`config.mk`:
```
export PLATFORM = sky130hd
export DESIGN_NAME = flash_cmd_decoder
export DESIGN_NICKNAME = d
export VERILOG_FILES = /design/src/rtl/fcd_pkg.sv /design/src/rtl/fcd_decode.sv /design/src/rtl/fcd_ctrl_regs.sv /design/src/rtl/fcd_addr_path.sv /design/src/rtl/flash_cmd_decoder.sv
export SDC_FILE = /design/constraint.sdc
export NUM_CORES = 1
export LEC_CHECK = 0
export BUFFER_PORTS_ARGS = -buffer_cell sky130_fd_sc_hd__buf_2
export CORE_MARGIN = 2
export CORE_UTILIZATION = 56
export DETAILED_ROUTE_END_ITERATION = 8
export PLACE_DENSITY = 0.89
export SLEW_MARGIN = 20
export SYNTH_ARGS = -nofsm -noshare
export SYNTH_HDL_FRONTEND = slang
export SYNTH_SLANG_ARGS = --single-unit
```
`constraint.sdc`:
```
create_clock -name clk -period 2.2 [get_ports clk]
set_input_delay 0.11 -clock clk [delete_from_list [all_inputs] [get_ports clk]]
set_output_delay 0.11 -clock clk [all_outputs]
set_load 0.01 [all_outputs]
```
`src/rtl/fcd_pkg.sv`:
```
package fcd_pkg;

  localparam logic [3:0] SUB_SPEC0     = 4'd0;
  localparam logic [3:0] SUB_SPEC1     = 4'd1;
  localparam logic [3:0] SUB_WR_INC    = 4'd2;
  localparam logic [3:0] SUB_WR_LATCH  = 4'd3;
  localparam logic [3:0] SUB_PROG_ON   = 4'd4;
  localparam logic [3:0] SUB_PROG_OFF  = 4'd5;
  localparam logic [3:0] SUB_WR_LAST   = 4'd6;
  localparam logic [3:0] SUB_CNT_CLR   = 4'd7;
  localparam logic [3:0] SUB_CNT_SHOW  = 4'd12;
  localparam logic [3:0] SUB_SECTOR    = 4'd14;
  localparam logic [3:0] SUB_BOOT_PIN  = 4'd15;

  // Address action that follows a flash byte write
  typedef enum logic [2:0] {
    OP_NONE,
    OP_SPEC0,
    OP_SPEC1,
    OP_INC_LATCH,
    OP_LATCH,
    OP_INC
  } wr_op_e;

  typedef struct packed {
    logic   known;
    logic   is_write;
    wr_op_e op;
    logic   prog_on;
    logic   prog_off;
    logic   cnt_clr;
    logic   cnt_show;
    logic   sector_set;
    logic   pin_set;
  } cmd_t;

endpackage

```
`src/rtl/fcd_decode.sv`:
```
module fcd_decode
  import fcd_pkg::*;
#(
  parameter int FUNC_W    = 5,
  parameter int SUB_W     = 4,
  parameter int FUNC_CODE = 19
) (
  input  logic              station_n,
  input  logic [FUNC_W-1:0] func_n,
  input  logic [SUB_W-1:0]  sub_n,
  output cmd_t              cmd,
  output logic              addressed,
  output logic              dir_to_logic
);

  localparam logic [FUNC_W-1:0] FCODE = FUNC_W'(FUNC_CODE);

  logic [SUB_W-1:0]  sub_t;
  logic [FUNC_W-1:0] func_t;

  assign sub_t  = ~sub_n;
  assign func_t = ~func_n;

  assign addressed = !station_n && (func_t == FCODE);

  // Read direction only when F8 and F16 both read false (high)
  assign dir_to_logic = !(func_n[3] && func_n[4]);

  always_comb begin
    cmd          = '0;
    cmd.op       = OP_NONE;
    cmd.known    = 1'b1;
    case (4'(sub_t))
      SUB_SPEC0:    begin cmd.is_write = 1'b1; cmd.op = OP_SPEC0;     end
      SUB_SPEC1:    begin cmd.is_write = 1'b1; cmd.op = OP_SPEC1;     end
      SUB_WR_INC:   begin cmd.is_write = 1'b1; cmd.op = OP_INC_LATCH; end
      SUB_WR_LATCH: begin cmd.is_write = 1'b1; cmd.op = OP_LATCH;     end
      SUB_WR_LAST:  begin cmd.is_write = 1'b1; cmd.op = OP_INC;       end
      SUB_PROG_ON:  cmd.prog_on    = 1'b1;
      SUB_PROG_OFF: cmd.prog_off   = 1'b1;
      SUB_CNT_CLR:  cmd.cnt_clr    = 1'b1;
      SUB_CNT_SHOW: cmd.cnt_show   = 1'b1;
      SUB_SECTOR:   cmd.sector_set = 1'b1;
      SUB_BOOT_PIN: cmd.pin_set    = 1'b1;
      default:      cmd.known      = 1'b0;
    endcase
  end

endmodule

```
`src/rtl/fcd_ctrl_regs.sv`:
```
module fcd_ctrl_regs
  import fcd_pkg::*;
(
  input  logic clk,
  input  logic rst_n,
  input  logic fire,
  input  cmd_t cmd,
  input  logic data_bit0,
  output logic prog_mode,
  output logic sector,
  output logic boot_pin_n
);

  logic mode_q, mode_d;
  logic sect_q, sect_d;
  logic pin_q,  pin_d;

  always_comb begin
    mode_d = mode_q;
    sect_d = sect_q;
    pin_d  = pin_q;
    if (fire) begin
      if (cmd.prog_on)    mode_d = 1'b1;
      if (cmd.prog_off)   mode_d = 1'b0;
      if (cmd.sector_set) sect_d = data_bit0;
      if (cmd.pin_set)    pin_d  = !data_bit0;
    end
  end

  always_ff @(posedge clk or negedge rst_n) begin
    if (!rst_n) begin
      mode_q <= 1'b0;
      sect_q <= 1'b0;
      pin_q  <= 1'b1;
    end else begin
      mode_q <= mode_d;
      sect_q <= sect_d;
      pin_q  <= pin_d;
    end
  end

  assign prog_mode  = mode_q;
  assign sector     = sect_q;
  assign boot_pin_n = pin_q;


  pin_needs_cmd_chk: assert property (@(posedge clk) disable iff (!rst_n)
    !$stable(pin_q) |-> $past(fire && cmd.pin_set));


  sector_needs_cmd_chk: assert property (@(posedge clk) disable iff (!rst_n)
    !$stable(sect_q) |-> $past(fire && cmd.sector_set));

endmodule

```
`src/rtl/fcd_addr_path.sv`:
```
module fcd_addr_path
  import fcd_pkg::*;
#(
  parameter int ADDR_W = 19,
  parameter int DATA_W = 8,
  parameter int SPEC0  = 'h5555,
  parameter int SPEC1  = 'h2AAA
) (
  input  logic              clk,
  input  logic              rst_n,
  input  logic              fire,
  input  cmd_t              cmd,
  input  logic              prog_mode,
  input  logic [DATA_W-1:0] data_in,
  output logic [ADDR_W-2:0] addr_lo,
  output logic [DATA_W-1:0] flash_data,
  output logic              flash_we_n
);

  localparam int LO_W = ADDR_W - 1;
  localparam logic [LO_W-1:0] SPEC0_A = LO_W'(SPEC0);
  localparam logic [LO_W-1:0] SPEC1_A = LO_W'(SPEC1);

  logic [LO_W-1:0]   cnt_q, cnt_d;
  logic [LO_W-1:0]   lat_q, lat_d;
  logic              wr_q, wr_d;
  wr_op_e            op_q, op_d;
  logic [DATA_W-1:0] dat_q, dat_d;
  logic [LO_W-1:0]   cnt_inc;

  assign cnt_inc = cnt_q + 1'b1;

  always_comb begin
    cnt_d = cnt_q;
    lat_d = lat_q;
    wr_d  = 1'b0;
    op_d  = op_q;
    dat_d = dat_q;
    // Address follow-up of the write that is on the flash this cycle
    if (wr_q) begin
      case (op_q)
        OP_SPEC0:     lat_d = SPEC0_A;
        OP_SPEC1:     lat_d = SPEC1_A;
        OP_INC_LATCH: begin cnt_d = cnt_inc; lat_d = cnt_inc; end
        OP_LATCH:     lat_d = cnt_q;
        OP_INC:       cnt_d = cnt_inc;
        default:      ;
      endcase
    end
    if (fire) begin
      if (cmd.is_write && prog_mode) begin
        wr_d  = 1'b1;
        op_d  = cmd.op;
        dat_d = data_in;
      end
      if (cmd.cnt_clr)  cnt_d = '0;
      if (cmd.cnt_show) lat_d = cnt_q;
    end
  end

  always_ff @(posedge clk or negedge rst_n) begin
    if (!rst_n) begin
      cnt_q <= '0;
      lat_q <= '0;
      wr_q  <= 1'b0;
      op_q  <= OP_NONE;
      dat_q <= '0;
    end else begin
      cnt_q <= cnt_d;
      lat_q <= lat_d;
      wr_q  <= wr_d;
      op_q  <= op_d;
      dat_q <= dat_d;
    end
  end

  assign addr_lo    = lat_q;
  assign flash_data = dat_q;
  assign flash_we_n = !wr_q;


  we_one_cycle_chk: assert property (@(posedge clk) disable iff (!rst_n)
    !flash_we_n |=> flash_we_n);


  we_needs_mode_chk: assert property (@(posedge clk) disable iff (!rst_n)
    (fire && cmd.is_write && !prog_mode) |=> flash_we_n);


  spec0_addr_chk: assert property (@(posedge clk) disable iff (!rst_n)
    (!flash_we_n && op_q == OP_SPEC0) |=> (addr_lo == SPEC0_A));


  spec1_addr_chk: assert property (@(posedge clk) disable iff (!rst_n)
    (!flash_we_n && op_q == OP_SPEC1) |=> (addr_lo == SPEC1_A));


  last_keeps_addr_chk: assert property (@(posedge clk) disable iff (!rst_n)
    (!flash_we_n && op_q == OP_INC) |=> $stable(addr_lo));

endmodule

```
`src/rtl/flash_cmd_decoder.sv`:
```
module flash_cmd_decoder
  import fcd_pkg::*;
#(
  parameter int ADDR_W    = 19,
  parameter int DATA_W    = 8,
  parameter int FUNC_W    = 5,
  parameter int SUB_W     = 4,
  parameter int FUNC_CODE = 19,
  parameter int SPEC0     = 'h5555,
  parameter int SPEC1     = 'h2AAA
) (
  input  logic              clk,
  input  logic              rst_n,
  input  logic              station_n,
  input  logic              strobe1_n,
  input  logic [FUNC_W-1:0] func_n,
  input  logic [SUB_W-1:0]  sub_n,
  input  logic [DATA_W-1:0] wdata_n,
  output logic              dir_to_logic,
  output logic              q_n,
  output logic              x_n,
  output logic [ADDR_W-1:0] flash_addr,
  output logic [DATA_W-1:0] flash_data,
  output logic              flash_we_n,
  output logic              boot_pin_n
);

  // Reset: asserted asynchronously, released through two flops
  logic [1:0] rst_pipe;
  logic       rst_core_n;

  always_ff @(posedge clk or negedge rst_n) begin
    if (!rst_n) rst_pipe <= 2'b00;
    else        rst_pipe <= {rst_pipe[0], 1'b1};
  end
  assign rst_core_n = rst_pipe[1];

  cmd_t cmd;
  logic addressed;

  fcd_decode #(
    .FUNC_W    (FUNC_W),
    .SUB_W     (SUB_W),
    .FUNC_CODE (FUNC_CODE)
  ) u_decode (
    .station_n    (station_n),
    .func_n       (func_n),
    .sub_n        (sub_n),
    .cmd          (cmd),
    .addressed    (addressed),
    .dir_to_logic (dir_to_logic)
  );

  assign x_n = !(addressed && cmd.known);
  assign q_n = x_n;

  // Strobe edge: execute once per strobe assertion
  logic s1_seen_q, s1_seen_d;
  logic fire;

  assign s1_seen_d = !strobe1_n;
  always_ff @(posedge clk or negedge rst_core_n) begin
    if (!rst_core_n) s1_seen_q <= 1'b0;
    else             s1_seen_q <= s1_seen_d;
  end
  assign fire = !strobe1_n && !s1_seen_q && addressed && cmd.known;

  logic [DATA_W-1:0] data_t;
  assign data_t = ~wdata_n;

  logic prog_mode;
  logic sector;

  fcd_ctrl_regs u_ctrl (
    .clk        (clk),
    .rst_n      (rst_core_n),
    .fire       (fire),
    .cmd        (cmd),
    .data_bit0  (data_t[0]),
    .prog_mode  (prog_mode),
    .sector     (sector),
    .boot_pin_n (boot_pin_n)
  );

  logic [ADDR_W-2:0] addr_lo;

  fcd_addr_path #(
    .ADDR_W (ADDR_W),
    .DATA_W (DATA_W),
    .SPEC0  (SPEC0),
    .SPEC1  (SPEC1)
  ) u_addr (
    .clk        (clk),
    .rst_n      (rst_core_n),
    .fire       (fire),
    .cmd        (cmd),
    .prog_mode  (prog_mode),
    .data_in    (data_t),
    .addr_lo    (addr_lo),
    .flash_data (flash_data),
    .flash_we_n (flash_we_n)
  );

  assign flash_addr = {sector, addr_lo};


  x_needs_station_chk: assert property (@(posedge clk) disable iff (!rst_core_n)
    !x_n |-> !station_n);


  fire_single_chk: assert property (@(posedge clk) disable iff (!rst_core_n)
    fire |=> !fire);

endmodule

```
* Word-level counts from Yosys, hierarchy flattened
Index checks and enable logic that the tools add are counted.
** Storage, ports and cells
- Flip-flop bits (word level) :: 54
- Output and inout port bits :: 32
- Word-level logic and storage cells :: 72
** Operators by class
- Add/sub/neg operators :: 1
- Muxes and demuxes :: 20
- Equal/unequal tests :: 16
- Bitwise operators :: 3
- Reduce and logical (&&, ||, !) cells :: 22
** Operators by type and width (count)
- 18-bit 2-to-1 mux :: 7
- 18-bit case mux with 4 select lines :: 1
- 4-bit case mux with 5 select lines :: 1
- 18-bit by 1-bit adder with 18-bit output, second input constant :: 1
- 4-bit by 3-bit == test with 1-bit output, second input constant :: 4
- 4-bit == test, second input constant :: 3
- 1-bit 2-to-1 mux :: 11
- 11-bit OR reduction :: 1
- 4-bit by 2-bit == test with 1-bit output, second input constant :: 2
- 8-bit NOT :: 1
- 2-bit AND reduction :: 4
- 1-bit logical AND :: 7
- 1-bit zero test :: 7
- 3-bit by 2-bit == test with 1-bit output, second input constant :: 2
- 3-bit == test, second input constant :: 2
- 5-bit == test, second input constant :: 1
- 5-bit NOT :: 1
- 4-bit by 1-bit == test with 1-bit output, second input constant :: 1
- 4-bit zero test :: 1
- 4-bit NOT :: 1
- 3-bit by 1-bit == test with 1-bit output, second input constant :: 1
- 2-bit nonzero test :: 1
- 2-bit OR reduction :: 1

* Longest topological paths before layout
- Depth after elaboration :: 6
- Mapped depth :: 7
- Depth with buffers taken out :: 6

* Cells and area by module
From an unflattened synthesis, not the netlist that was laid out.
** Unflattened totals
- Cell total of the unflattened synthesis :: 338
- Area total of the unflattened synthesis :: 3061.7 um^2
** By module, submodules not included
- fcd_addr_path :: cells each 287, area each 2653.8 um^2, instances 1
- flash_cmd_decoder :: cells each 17, area each 143.9 um^2, instances 1
- fcd_decode :: cells each 24, area each 141.4 um^2, instances 1
- fcd_ctrl_regs :: cells each 10, area each 122.6 um^2, instances 1

* Worst setup path before layout
Ideal clock, no wire load.
- Path kind :: register -> register
- From :: reg s1_seen_q
- To :: reg u_addr.cnt_q[7]
- Period minus slack after synthesis :: 1.727 ns
- Arrival :: 1.608 ns
- Path slack :: 0.473 ns
- Required time :: 2.081 ns
- Library setup time :: 0.119 ns
- Stages on the path, launching flop included :: 7
- Cells stage by stage :: dfrtp_1 > or4_4 > nor2_4 > nand3b_4 > nor3_4 > buf_8 > nor2_2
** On the way
- Longest elaborated chain between the ends :: 5
** RTL lines
- start: declaration :: RTL line flash_cmd_decoder.sv:58 : logic s1_seen_q, s1_seen_d;
- start signal: assignment :: RTL line flash_cmd_decoder.sv:64 : else s1_seen_q <= s1_seen_d;
- 1-bit zero test :: RTL line flash_cmd_decoder.sv:66 : assign fire = !strobe1_n && !s1_seen_q && addressed && cmd.known;
- 1-bit logical AND (3 in series) :: RTL line flash_cmd_decoder.sv:66
- 18-bit 2-to-1 mux :: RTL line fcd_addr_path.sv:50 : if (fire) begin
- via u_addr.cnt_d[7] :: RTL line fcd_addr_path.sv:24 : logic [LO_W-1:0] cnt_q, cnt_d;
- end signal: assignment :: RTL line fcd_addr_path.sv:69 : cnt_q <= cnt_d;
- end: declaration :: RTL line fcd_addr_path.sv:24
The timed path passes the listed nets, and every way through them passes these cells.
A chain may end at the register's enable or synchronous reset.

* Worst setup path in the final report
- From :: reg u_addr.op_q[2]
- To :: reg u_addr.lat_q[12] (netlist: u_addr.addr_lo[12])
** On the way
- Longest elaborated chain between the ends :: 5
- Elaborated cells between the ends (all ways) :: 8
** RTL lines
- start: declaration :: RTL line fcd_addr_path.sv:27 : wr_op_e op_q, op_d;
- start signal: assignment :: RTL line fcd_addr_path.sv:72 : op_q <= op_d;
- 3-bit == test (tied with other cells) :: RTL line fcd_addr_path.sv:41 : case (op_q)
- 18-bit case mux with 4 select lines * :: RTL line fcd_addr_path.sv:41
- 18-bit 2-to-1 mux * :: RTL line fcd_addr_path.sv:40 : if (wr_q) begin
- 18-bit 2-to-1 mux :: RTL line fcd_addr_path.sv:57 : if (cmd.cnt_show) lat_d = cnt_q;
- 18-bit 2-to-1 mux * :: RTL line fcd_addr_path.sv:50
- via u_addr.lat_d[12] :: RTL line fcd_addr_path.sv:25 : logic [LO_W-1:0] lat_q, lat_d;
- end signal: assignment :: RTL line fcd_addr_path.sv:70 : lat_q <= lat_d;
- end: declaration :: RTL line fcd_addr_path.sv:25
Mark *: on every way through the listed nets, which the timed path passes. The rest lies on a longest branch.

==> results.cfg <==
[final_layout]
area_growth_pct = 15.2
instances_no_fill = 462
n_antenna_cell = 0
layout-drive-gt1-share_pct = 25.1
final_net_count = 411

[logic_synthesis]
yosys_register_bits = 54
ys_types = 62
ys.flop_type = dfrtp_1
postSynth.asyncResetShare_pct = 100
synth_edf_count = 0
synth_area_um2 = 3090
syn_inst = 333
synth-warning-count = 0
postSynthAreaPerCell_um2 = 9.28
syn_nets = 355
ys_seq_area_share_pct = 43.7

[power_and_ir_drop]
power.switching_mw = 0.474
switching_share_pct = 26.5
p_leak_nw = 1.63
clkPwrFrac_pct = 33.4
p_int_mw = 1.32
pwr_density_cell_nw_per_um2 = 503
comb_power_share_pct = 9.5
ir_worst_vdd_mv = 0.402
seqPwrFrac_pct = 57.2

[sta]
skew_ps = 9.00
post-route-period-util_pct = 93.2
finalMaxSlewViolations = 0
setup_slack_ps = 149
tns_ps = 0
tightest_slew_ps = 680
period_minus_slack_ps = 2050
hold_viol = 0
slew-limit-headroom_pct = 54.2
finalSetupViolations = 0
timing.fmax_mhz = 487
rsz0062_at_grt = false

[critical_path]
arrival_ps = 2280
crit_family = simple AND/OR/NAND/NOR gates
crit_fanout = 13
cp-end-kind = flop
cp.buffers_inverters = 0
slowest_delay_ps = 500
cp_slowest_cell = dfrtp_1
crit_chain = or3b_4, a21oi_4, o21ai_0, or3_1, o211ai_1
crit_type = flop to flop
required_ps = 2430
cp-start-kind = flop

[die]
die_area_um2 = 6130
fp.dieH_um = 78.3
core_area_um2 = 5410
rows = 27
initial_core_util_pct = 57.2
io_pins = 53
die_w_um = 78.3

[global_route]
grt_use_total_pct = 25.6
grt.overflow.total = 0
grt_pass1_vias = 2653
grt_max_degree = 22
grt_pass1_wl_mm = 12.4
antenna_found_initial = 0

[clock_network]
clock_latency_ps = 320
clock_path_buffers = 2
post_cts_resized = 0
cts_sinks = 54
clkTransAtPathRegs_ps = 100
htreeDepth = 2
cts_tree = yes
cts_root_buffer = clkbuf_8
cts_buffers = 5

[route]
wl_mm = 7.44
vias_per_cell = 5.92
dr.pass1.iters = 5
drcViolationCount = 0
postRouteAntennaNets = 0
wire_per_inst_um = 16.1
drt_iter0_drc = 300
num_vias = 2736

[placed_design]
place_ws_ps = 225
port_buffers = 52
gp_congestion = 0.906
dpl.hpwl_mm = 5.24
dp_cells = 444

[job]
cap_viol_max_count = 0

[min_path]
hold_class = primary input to asynchronous set/reset pin

[outcome]
status = completed
[worst paths after layout]
path                                 from  depth (start not counted)  slack (ps)                 end
max in group asynchronous     rst_pipe[1]                          1        1470  u_addr.addr_lo[13]
hold reg to reg               rst_pipe[1]                          0         150    u_ctrl.prog_mode
min in group clk                 sub_n[2]                          3         120      u_addr.op_q[1]
hold / removal                      rst_n                          2         100         rst_pipe[1]
setup / recovery           u_addr.op_q[2]                          5         150  u_addr.addr_lo[12]
setup reg to reg           u_addr.op_q[2]                          5         150  u_addr.addr_lo[12]
[per-stage QoR]
| step | utilization, % | hold WS, ps | power [mW] | area (um2) |
|---|---|---|---|---|
| global route | 65.9 | 90.5 | 1.86 | 3560 |
| CTS | 65.9 | 90.0 | 1.80 | 3560 |
| global placement | 62.2 | -104 | 1.19 | 3360 |
| floorplan | - | -186 | 1.14 | 3090 |
| detailed placement | 62.2 | -102 | 1.20 | 3360 |
| finish | 65.9 | 96.4 | 1.79 | 3560 |
[cell usage after synthesis, types with 4 or more instances]
cell type	number	area share (%)
buf_4	7	1.7
a21oi_1	8	1.3
o21ai_1	10	1.6
nor3_1	5	0.81
nand4_1	5	1.0
nand2_1	36	4.4
xnor2_1	12	3.4
inv_1	7	0.85
nor2_1	29	3.5
nand2b_1	5	1.0
xor2_1	13	3.7
nor4_1	6	1.2
buf_2	8	1.3
nor2_2	11	2.2
and3_1	4	0.81
dfrtp_1	53	43
a211oi_1	4	0.97
o21ai_0	28	4.5
nand3_1	14	2.3
[flip-flops by register name, indices dropped and copies added, names as in the netlist]
register	flops
u_addr.flash_data	8
u_addr.op_q	3
u_ctrl.prog_mode	1
u_addr.wr_q	1
rst_pipe	2
u_ctrl.boot_pin_n	1
s1_seen_q	1
u_addr.cnt_q	18
u_addr.addr_lo	18
u_ctrl.sector	1
[cell families (layout without fill, tap and decap cells)]
family,Yosys count,in the layout,synth area share [%]
xor+xnor,25,25,7.08
simple gates,137,137,25.0
buf+inv,31,88,6.11
other cells,1,1,0.121
fa+ha+maj,1,1,0.405
compound gates,83,83,17.2
mux,1,1,0.364
flops,54,54,43.7
[power groups by stage]
stage | Clock [mW] | Combinational, mW | Sequential, mW
floorplan | 0 | 0.0903 | 1.05
global placement | 0 | 0.149 | 1.04
detailed placement | 0 | 0.155 | 1.04
CTS | 0.608 | 0.168 | 1.02
global route | 0.650 | 0.188 | 1.03
finish | 0.597 | 0.169 | 1.02
[layout by cell type (no fill, tap or decap), types with 6 or more instances in the layout]
master,count
nand3_1,14
buf_2,52
xnor2_1,12
nor4_1,6
nand2_1,36
a21oi_1,8
dfrtp_1,52
o21ai_1,10
xor2_1,13
inv_1,7
o21ai_0,28
nor2_1,29
dlygate4sd3_1,10
nor2_2,11
buf_4,11
[metal layers]
metal  up-vias  track usage, %  routed length [um]
met4         0            10.4                 148
li1       1282               -                   -
met2       151            44.0                3710
met3        19            4.25                 540
met1      1284            32.2                3040
met5         -               0                   0
[cell type report]
class	count	area, um2
clock buffers	5	68.8
clock inverters	3	28.8
repair buffers	73	443
inverters	7	26.3
multi-input cells	248	1550
well taps	72	90.1
flip-flops and latches	54	1350
fillers	453	1840
[repair_timing]
item,CTS,global route
hold endpoints to repair,11,0
hold buffers,10,0
setup buffers,0,0
Power figures use the tool's default switching activity.
